$ cat config.mk
export PLATFORM = sky130hd
export DESIGN_NAME = wadd_unit
export DESIGN_NICKNAME = d
export VERILOG_FILES = /design/src/rtl/wadd_pkg.sv /design/src/rtl/wadd_opnd_ext.sv /design/src/rtl/wadd_adder.sv /design/src/rtl/wadd_flag_gen.sv /design/src/rtl/wadd_unit.sv
export SDC_FILE = /design/constraint.sdc
export NUM_CORES = 1
export LEC_CHECK = 0
export ABC_AREA = 1
export BUFFER_PORTS_ARGS = -buffer_cell sky130_fd_sc_hd__buf_2
export CAP_MARGIN = 20
export CORE_UTILIZATION = 55
export CTS_BUF_LIST = sky130_fd_sc_hd__clkbuf_8
export DETAILED_ROUTE_END_ITERATION = 12
export PLACE_DENSITY = 0.88
export SLEW_MARGIN = 5
export SYNTH_ARGS = -nofsm -noshare
export SYNTH_HDL_FRONTEND = slang
export SYNTH_SLANG_ARGS = --single-unit
$ cat constraint.sdc
create_clock -name clk -period 1.02 [get_ports clk]
set_clock_uncertainty 0.1 [all_clocks]
set_input_delay 0.255 -clock clk [delete_from_list [all_inputs] [get_ports clk]]
set_output_delay 0.255 -clock clk [all_outputs]
set_load 0.01 [all_outputs]
$ cat src/rtl/wadd_pkg.sv
package wadd_pkg;

   // Destination kind selected by dst_is_acc_i
   typedef enum logic {
      DST_REG = 1'b0,
      DST_ACC = 1'b1
   } wadd_dst_e;

   // Flags produced by one add (limit is kept apart, it is sticky)
   typedef struct packed {
      logic e;
      logic u;
      logic n;
      logic z;
      logic v;
      logic c;
   } wadd_flags_t;

   localparam wadd_flags_t FLAGS_CLR = '{e: 1'b0, u: 1'b0, n: 1'b0,
                                         z: 1'b0, v: 1'b0, c: 1'b0};

endpackage

$ cat src/rtl/wadd_opnd_ext.sv
// Builds the OUT_W-bit addend: sign-extended word or zero-extended immediate.
module wadd_opnd_ext #(
   parameter int WORD_W = 16,
   parameter int IMM_W  = 5,
   parameter int OUT_W  = 20
) (
   input  logic [WORD_W-1:0] word_i,
   input  logic [IMM_W-1:0]  imm_i,
   input  logic              use_imm_i,
   output logic [OUT_W-1:0]  op_o
);
   localparam int WPAD = OUT_W - WORD_W;
   localparam int IPAD = OUT_W - IMM_W;

   logic [OUT_W-1:0] word_x;
   logic [OUT_W-1:0] imm_x;

   if (OUT_W < WORD_W) begin : g_bad_w
      $error("wadd_opnd_ext: OUT_W must be at least WORD_W");
   end
   if (IMM_W >= OUT_W) begin : g_bad_i
      $error("wadd_opnd_ext: IMM_W must be below OUT_W");
   end

   if (WPAD > 0) begin : g_word_sx
      assign word_x = {{WPAD{word_i[WORD_W-1]}}, word_i};
   end else begin : g_word_eq
      assign word_x = word_i;
   end

   assign imm_x = {{IPAD{1'b0}}, imm_i};

   assign op_o = use_imm_i ? imm_x : word_x;
endmodule

$ cat src/rtl/wadd_adder.sv
// W-bit two's-complement adder with carry out and overflow.
module wadd_adder #(
   parameter int W = 20
) (
   input  logic [W-1:0] a_i,
   input  logic [W-1:0] b_i,
   output logic [W-1:0] sum_o,
   output logic         carry_o,
   output logic         ovf_o
);
   logic [W:0] wide;

   if (W < 2) begin : g_bad
      $error("wadd_adder: W must be at least 2");
   end

   assign wide    = {1'b0, a_i} + {1'b0, b_i};
   assign sum_o   = wide[W-1:0];
   assign carry_o = wide[W];
   // Same operand signs, different result sign
   assign ovf_o   = (a_i[W-1] == b_i[W-1]) && (wide[W-1] != a_i[W-1]);
endmodule

$ cat src/rtl/wadd_flag_gen.sv
// Flag generation for one destination size. EXT_W = 0 means no extension
// field: the result is treated as already sign-extended.
module wadd_flag_gen
   import wadd_pkg::*;
#(
   parameter int W     = 20,
   parameter int EXT_W = 4
) (
   input  logic [W-1:0] sum_i,
   input  logic         carry_i,
   input  logic         ovf_i,
   input  logic         low_zero_i,
   output wadd_flags_t  flags_o
);
   localparam int MANT_MSB = W - EXT_W - 1;

   logic ext_used;
   logic unnorm;

   if (MANT_MSB < 1) begin : g_bad
      $error("wadd_flag_gen: too few bits below the extension");
   end

   if (EXT_W > 0) begin : g_ext
      logic [EXT_W:0] top;
      assign top      = sum_i[W-1:MANT_MSB];
      assign ext_used = !((top == '0) || (top == '1));
   end else begin : g_noext
      assign ext_used = 1'b0;
   end

   assign unnorm = (sum_i[MANT_MSB] == sum_i[MANT_MSB-1]);

   always_comb begin
      flags_o   = FLAGS_CLR;
      flags_o.e = ext_used;
      flags_o.u = unnorm;
      flags_o.n = sum_i[W-1];
      flags_o.z = (sum_i == '0) && low_zero_i;
      flags_o.v = ovf_i;
      flags_o.c = carry_i;
   end
endmodule

$ cat src/rtl/wadd_unit.sv
// Word-add execution unit: accumulator / register destination, flag update.
module wadd_unit
   import wadd_pkg::*;
#(
   parameter int WORD_W = 16,
   parameter int EXT_W  = 4,
   parameter int IMM_W  = 5
) (
   input  logic                          clk,
   input  logic                          rst_n,
   input  logic                          exec_i,
   input  logic                          dst_is_acc_i,
   input  logic                          src_is_imm_i,
   input  logic [WORD_W-1:0]             src_word_i,
   input  logic [IMM_W-1:0]              src_imm_i,
   input  logic [EXT_W+2*WORD_W-1:0]     dst_val_i,
   input  logic                          lim_clr_i,
   output logic [EXT_W+2*WORD_W-1:0]     dst_val_o,
   output logic                          flg_l_o,
   output logic                          flg_e_o,
   output logic                          flg_u_o,
   output logic                          flg_n_o,
   output logic                          flg_z_o,
   output logic                          flg_v_o,
   output logic                          flg_c_o
);
   localparam int HI_W  = EXT_W + WORD_W;
   localparam int ACC_W = HI_W + WORD_W;

   if (WORD_W < 4) begin : g_bad_word
      $error("wadd_unit: WORD_W must be at least 4");
   end
   if (EXT_W < 1) begin : g_bad_ext
      $error("wadd_unit: EXT_W must be at least 1");
   end
   if (IMM_W < 1 || IMM_W >= WORD_W) begin : g_bad_imm
      $error("wadd_unit: IMM_W must lie in 1..WORD_W-1");
   end

   // Accumulator lane: 20-bit add on extension + high word
   logic [HI_W-1:0]   acc_op, acc_sum;
   logic              acc_c, acc_v;
   wadd_flags_t       acc_flags;
   logic [ACC_W-1:0]  acc_res;

   // Register lane: 16-bit add on the low word
   logic [WORD_W-1:0] reg_op, reg_sum;
   logic              reg_c, reg_v;
   wadd_flags_t       reg_flags;
   logic [ACC_W-1:0]  reg_res;

   wadd_opnd_ext #(.WORD_W(WORD_W), .IMM_W(IMM_W), .OUT_W(HI_W)) u_ext_acc (
      .word_i    (src_word_i),
      .imm_i     (src_imm_i),
      .use_imm_i (src_is_imm_i),
      .op_o      (acc_op)
   );

   wadd_opnd_ext #(.WORD_W(WORD_W), .IMM_W(IMM_W), .OUT_W(WORD_W)) u_ext_reg (
      .word_i    (src_word_i),
      .imm_i     (src_imm_i),
      .use_imm_i (src_is_imm_i),
      .op_o      (reg_op)
   );

   wadd_adder #(.W(HI_W)) u_add_acc (
      .a_i     (dst_val_i[ACC_W-1:WORD_W]),
      .b_i     (acc_op),
      .sum_o   (acc_sum),
      .carry_o (acc_c),
      .ovf_o   (acc_v)
   );

   wadd_adder #(.W(WORD_W)) u_add_reg (
      .a_i     (dst_val_i[WORD_W-1:0]),
      .b_i     (reg_op),
      .sum_o   (reg_sum),
      .carry_o (reg_c),
      .ovf_o   (reg_v)
   );

   wadd_flag_gen #(.W(HI_W), .EXT_W(EXT_W)) u_flg_acc (
      .sum_i      (acc_sum),
      .carry_i    (acc_c),
      .ovf_i      (acc_v),
      .low_zero_i (dst_val_i[WORD_W-1:0] == '0),
      .flags_o    (acc_flags)
   );

   wadd_flag_gen #(.W(WORD_W), .EXT_W(0)) u_flg_reg (
      .sum_i      (reg_sum),
      .carry_i    (reg_c),
      .ovf_i      (reg_v),
      .low_zero_i (1'b1),
      .flags_o    (reg_flags)
   );

   assign acc_res = {acc_sum, dst_val_i[WORD_W-1:0]};
   assign reg_res = {{HI_W{1'b0}}, reg_sum};

   // Destination-size select
   wadd_dst_e        dst_kind;
   logic [ACC_W-1:0] nxt_res;
   wadd_flags_t      nxt_flags;

   assign dst_kind = wadd_dst_e'(dst_is_acc_i);

   always_comb begin
      if (dst_kind == DST_ACC) begin
         nxt_res   = acc_res;
         nxt_flags = acc_flags;
      end else begin
         nxt_res   = reg_res;
         nxt_flags = reg_flags;
      end
   end

   // State
   logic [ACC_W-1:0] res_q;
   wadd_flags_t      flags_q;
   logic             lim_q;
   logic             lim_set;

   assign lim_set = exec_i && nxt_flags.v;

   always_ff @(posedge clk or negedge rst_n) begin
      if (!rst_n) begin
         res_q   <= '0;
         flags_q <= FLAGS_CLR;
      end else if (exec_i) begin
         res_q   <= nxt_res;
         flags_q <= nxt_flags;
      end
   end

   // Sticky limit: set has priority over clear
   always_ff @(posedge clk or negedge rst_n) begin
      if (!rst_n) begin
         lim_q <= 1'b0;
      end else if (lim_set) begin
         lim_q <= 1'b1;
      end else if (lim_clr_i) begin
         lim_q <= 1'b0;
      end
   end

   assign dst_val_o = res_q;
   assign flg_l_o   = lim_q;
   assign flg_e_o   = flags_q.e;
   assign flg_u_o   = flags_q.u;
   assign flg_n_o   = flags_q.n;
   assign flg_z_o   = flags_q.z;
   assign flg_v_o   = flags_q.v;
   assign flg_c_o   = flags_q.c;
endmodule

==> flow_metrics.py, run 1 <==
metrics = {
    "clocking": {
        "cts_setup_buffers": 42,
        "htreeDepth": 2,
        "cts.sinks": 43,
        "cts_resized": 181,
        "root_buffer": "clkbuf_8",
        "cts_buffers": 5,
        "holdBufCountCts": 1,
        "max-clock-path-buffers": 2,
    },
    "synthesis": {
        "ys_top_cells_by_area": "dfrtp_1 24%, nand2_1 20%, nand3_1 7.6%",
        "synthDistinctLibCells": 44,
        "synthCells": 695,
        "synth_area_per_cell_sq_um": 6.39,
        "synth_xor_area_share_pct": 2.93,
        "async_flop_share_pct": 100,
        "synth_nets": 784,
        "ys_ff_latch": 43,
        "ys_warn_count": 0,
        "synthFlopType": "dfrtp_1",
        "yosys.area.top_type_share_pct": 24.2,
        "ys_seq_area_share_pct": 24.2,
        "synth_top_family_by_area": "simple AND/OR/NAND/NOR gates",
        "synth-edff-count": 0,
        "synth_adder_area_share_pct": 7.67,
        "synth_compound_area_share_pct": 11.3,
        "netlist_area_sq_um": 4440,
        "synthMuxAreaShare_pct": 0,
        "synth-simple-area-share_pct": 44.2,
        "synth_top_cell_by_area": "dfrtp_1",
    },
    "floorplanning": {
        "die_y_um": 91.8,
        "dieWidth_um": 91.8,
        "num_rows": 32,
        "initial_core_util_pct": 57.2,
        "io_pins": 106,
    },
    "status": {
        "outcome": "stopped before the end",
        "first-error": "[ERROR DPL-0038] Utilization greater than 100%, impossible to legalize",
        "failing_step": "clock tree synthesis",
    },
    "placed_design": {
        "place.gp.congestion": 1.10,
        "port_buffers": 105,
        "placed_cell_area_sq_um": 6700,
        "hpwlAfterDp_mm": 16.6,
    },
}
[synth_stat cells (3+ instances only)]
cell,count
a21oi_1,17
a21oi_2,3
a22o_1,5
clkbuf_1,8
dfrtp_1,43
ha_1,24
inv_1,83
inv_2,8
nand2_1,242
nand2_2,11
nand2_4,7
nand3_1,67
nand3_2,12
nand3b_1,5
nand4_1,9
nor2_1,55
nor2_2,9
nor3_1,5
o211ai_1,9
o21ai_0,21
o21ai_1,6
o21bai_1,3
o221ai_1,4
xor2_1,12
[stage by stage]
step / instances / setup WS, ns / hold slack [ns]
2_1_floorplan: 695 / -1.98 / -0.141
3_5_place_dp: 1077 / -2.53 / 0.156
3_3_place_gp: 1077 / -2.08 / 0.144
[cells by family after synthesis]
family	after synthesis
simple gates	429
buf+inv	104
compound gates	79
flops	43
fa+ha+maj	26
xor+xnor	14
==> run 2: changes to the inputs <==
CORE_UTILIZATION = 40   (was 55)
CTS_BUF_LIST = not set   (was sky130_fd_sc_hd__clkbuf_8)
PLACE_DENSITY = not set   (was 0.88)
PLACE_DENSITY_LB_ADDON = 0.15   (was not set)
==> run 2 against run 1 <==
Synthesized area is the same; the flow now finishes, with violations (setup timing); synthesized cell count is the same.
==> flow_metrics.py, run 2 <==
metrics = {
    "layout": {
        "nNetsFinal": 1163,
        "final_cell_mix": "249 x buf_4, 169 x nand2_1, 93 x buf_2, 73 x inv_1, 58 x nand2_2",
        "syn_to_final_growth_pct": 94.7,
        "largest_register_ffs": 36,
        "drive_gt1_share_pct": 58.9,
        "diodes": 0,
        "design_area_sq_um": 8640,
        "seqCellArea_sq_um": 1080,
        "layout_commonest_cell": "buf_4",
        "multi_input_area_sq_um": 4090,
        "nFillCells": 730,
    },
    "synthesis": {
        "synthDistinctLibCells": 44,
        "synth-simple-area-share_pct": 44.2,
        "synth_area_per_cell_sq_um": 6.39,
        "synth-edff-count": 0,
        "synthFlopType": "dfrtp_1",
        "synthMuxAreaShare_pct": 0,
        "yosys.area.top_type_share_pct": 24.2,
        "ys_warn_count": 0,
        "synth_top_cell_by_area": "dfrtp_1",
        "yosysMostFrequentCell": "nand2_1",
        "synth_compound_area_share_pct": 11.3,
        "netlist_top_cells_count": "242 x nand2_1, 83 x inv_1, 67 x nand3_1",
        "synth_top_family_by_area": "simple AND/OR/NAND/NOR gates",
        "ys_seq_area_share_pct": 24.2,
        "synth_adder_area_share_pct": 7.67,
        "synthCells": 695,
        "ys_top_cells_by_area": "dfrtp_1 24%, nand2_1 20%, nand3_1 7.6%",
        "async_flop_share_pct": 100,
        "netlist_area_sq_um": 4440,
        "synth_nets": 784,
        "ys_ff_latch": 43,
        "synth_xor_area_share_pct": 2.93,
    },
    "global_route": {
        "grt_start_max_net_pins": 44,
        "grt_overflow": 0,
        "gr-usage-all-layers_pct": 35.5,
        "grt_pass1_vias": 6292,
        "grt_pass1_wl_mm": 31.4,
        "antenna_found_initial": 0,
    },
    "critical_path": {
        "start_kind": "input port",
        "critPathMaxStageDelay_ns": 0.33,
        "endpoint_kind": "flip-flop",
        "crit_chain": "buf_12 -> inv_6 -> buf_6 -> nand3_2 -> nand2_1 -> inv_1 -> a31oi_1 -> nand3_2 -> a21boi_2 -> xor2_1 -> ha_2 -> nand2_2 -> nor3_2 -> nand2_1 -> nor2_1 -> nand3_1 -> nor2_1 -> nand3_1 -> nor2_1 -> nand3_1 -> nand3_1 -> nand2_1 -> inv_1",
        "cp.arrival_ns": 3.28,
        "cpMaxStageDelayCell": "a31oi_1",
        "path_max_fanout": 6,
        "cpMostUsedCell": "nand3_1",
        "required_ns": 1.18,
        "criticalPathCategory": "input port to flip-flop",
    },
    "clocking": {
        "clk_pin_slew_ns": 0.09,
        "cts_buffers": 5,
        "max-clock-path-buffers": 2,
        "htreeDepth": 2,
        "root_buffer": "clkbuf_8",
        "cts_tree": "yes",
        "cts.sinks": 43,
        "insertion_delay_ns": 0.31,
    },
    "routing": {
        "first_pass_iters": 7,
        "drt.antenna.violating_nets": 0,
        "dr.first_iter.drc_count": 409,
        "wl_mm": 21.5,
        "avgViaCountPerCell": 5.31,
        "routedWlPerCell_um": 17.7,
        "via_count": 6452,
        "drc": 0,
    },
    "pwr": {
        "peakVddDrop_mv": 0.730,
        "p_per_area_nw_per_um2": 1020,
        "p_leak_nw": 4.60,
        "power_mw": 8.79,
    },
    "floorplanning": {
        "core_sq_um": 10800,
        "num_rows": 38,
        "io_pins": 106,
        "die-area_sq_um": 11500,
        "die_y_um": 107,
        "dieWidth_um": 107,
        "initial_core_util_pct": 41.0,
    },
    "job": {
        "maxCapViolations": 0,
    },
    "timing": {
        "hold_violations": 0,
        "max_freq_mhz": 320,
        "setup_ws_ns": -2.10,
        "setup_tns_ns": -50.95,
        "min_period_over_period_pct": 306,
        "worst_pin_slew_ns": 0.424,
        "slew_headroom_pct": 71.7,
        "period_needed_ns": 3.12,
        "setup_viol": 85,
        "rsz0062_at_grt": "yes",
        "drv_slew": 0,
    },
    "placed_design": {
        "place.gp.congestion": 0.974,
        "hpwlAfterDp_mm": 14.8,
        "placed_cell_area_sq_um": 6720,
        "port_buffers": 105,
    },
    "status": {
        "outcome": "finished with violations",
        "violations": "setup timing",
    },
    "worst_hold_path": {
        "min_path_type": "input port to flip-flop",
    },
}
run 2: path summary, 6_finish.rpt:
path / startpoint / end / slack (ns) / depth (start not counted)
worst max-delay path: src_is_imm_i / flg_z_o / -2.10 / 23
worst min-delay path: lim_clr_i / flg_l_o / 0.01 / 2
worst max register to register: dst_val_o[2] / dst_val_o[2] / 0 / 4
worst min register to register: dst_val_o[28] / dst_val_o[28] / 0.40 / 2
max in group asynchronous: rst_n / dst_val_o[25] / 0.25 / 3
min in group asynchronous: rst_n / dst_val_o[3] / 0.31 / 3
run 2: metal layers:
metal / share of wire (%) / track usage (%) / wire, um / vias to the layer above
met3: 6.3 / 3.81 / 1350 / 84
met4: 4.3 / 12.7 / 930 / 0
li1: - / - / - / 2995
met2: 50 / 64.0 / 10700 / 296
met1: 39 / 43.5 / 8480 / 3077
met5: 0 / 0 / 0 / -
run 2: timing repair:
item                       4_1_cts  5_1_grt
resized for setup              183       81
buffers inserted                66       29
setup endpoints to repair       86       86
hold buffers                     1        0
hold endpoints to repair        43        0
gates cloned                     2        0
pin swaps                       50       60
run 2: stage by stage:
stage / cells / setup WS (ns) / hold slack [ns] / util, %
3_5_place_dp: 1116 / -2.29 / 0.155 / 61.9
6_report: 1215 / -2.10 / 0.0121 / 79.7
2_1_floorplan: 695 / -1.98 / -0.141 / -
3_3_place_gp: 1116 / -2.19 / 0.146 / 61.9
5_1_grt: 1215 / -2.27 / 0.00958 / 79.7
4_1_cts: 1189 / -1.72 / 0.0141 / 74.6
run 2: cells by family after synthesis:
logic type / count (synthesis)
AOI/OAI and AO/OA: 79
xor gates and xnor gates: 14
buffers and inverters: 104
DFF: 43
and+or+nand+nor: 429
adders and majority gates: 26
run 2: final cells by class:
class / instances / share of cell area, %
Inverter: 93 / 4.30
Clock buffer: 6 / 0.840
Multi-Input combinational cell: 548 / 47.3
Clock inverter: 2 / 0.145
Timing Repair inverter: 1 / 0.101
Timing Repair Buffer: 382 / 32.8
Sequential cell: 43 / 12.5
Tap cell: 140 / 2.03
run 2: worst max-delay path: cells and delay by family:
| family | cells | cell delay, ns |
|---|---|---|
| AOI/OAI and AO/OA | 2 | 0.56 |
| xor gates and xnor gates | 1 | 0.22 |
| adders and majority gates | 1 | 0.21 |
| buffers and inverters | 5 | 0.54 |
| and+or+nand+nor | 14 | 1.52 |
run 2: where the power goes:
| part | internal [mW] | leakage (nW) | total, mW | switching [mW] |
|---|---|---|---|---|
| logic | 2.74 | 4.02 | 5.48 | 2.74 |
| clock network | 0.482 | 0.0412 | 1.23 | 0.749 |
| registers | 1.94 | 0.540 | 2.08 | 0.138 |
| total | 5.17 | 4.60 | 8.79 | 3.62 |
(Power assumes the default switching activity.)
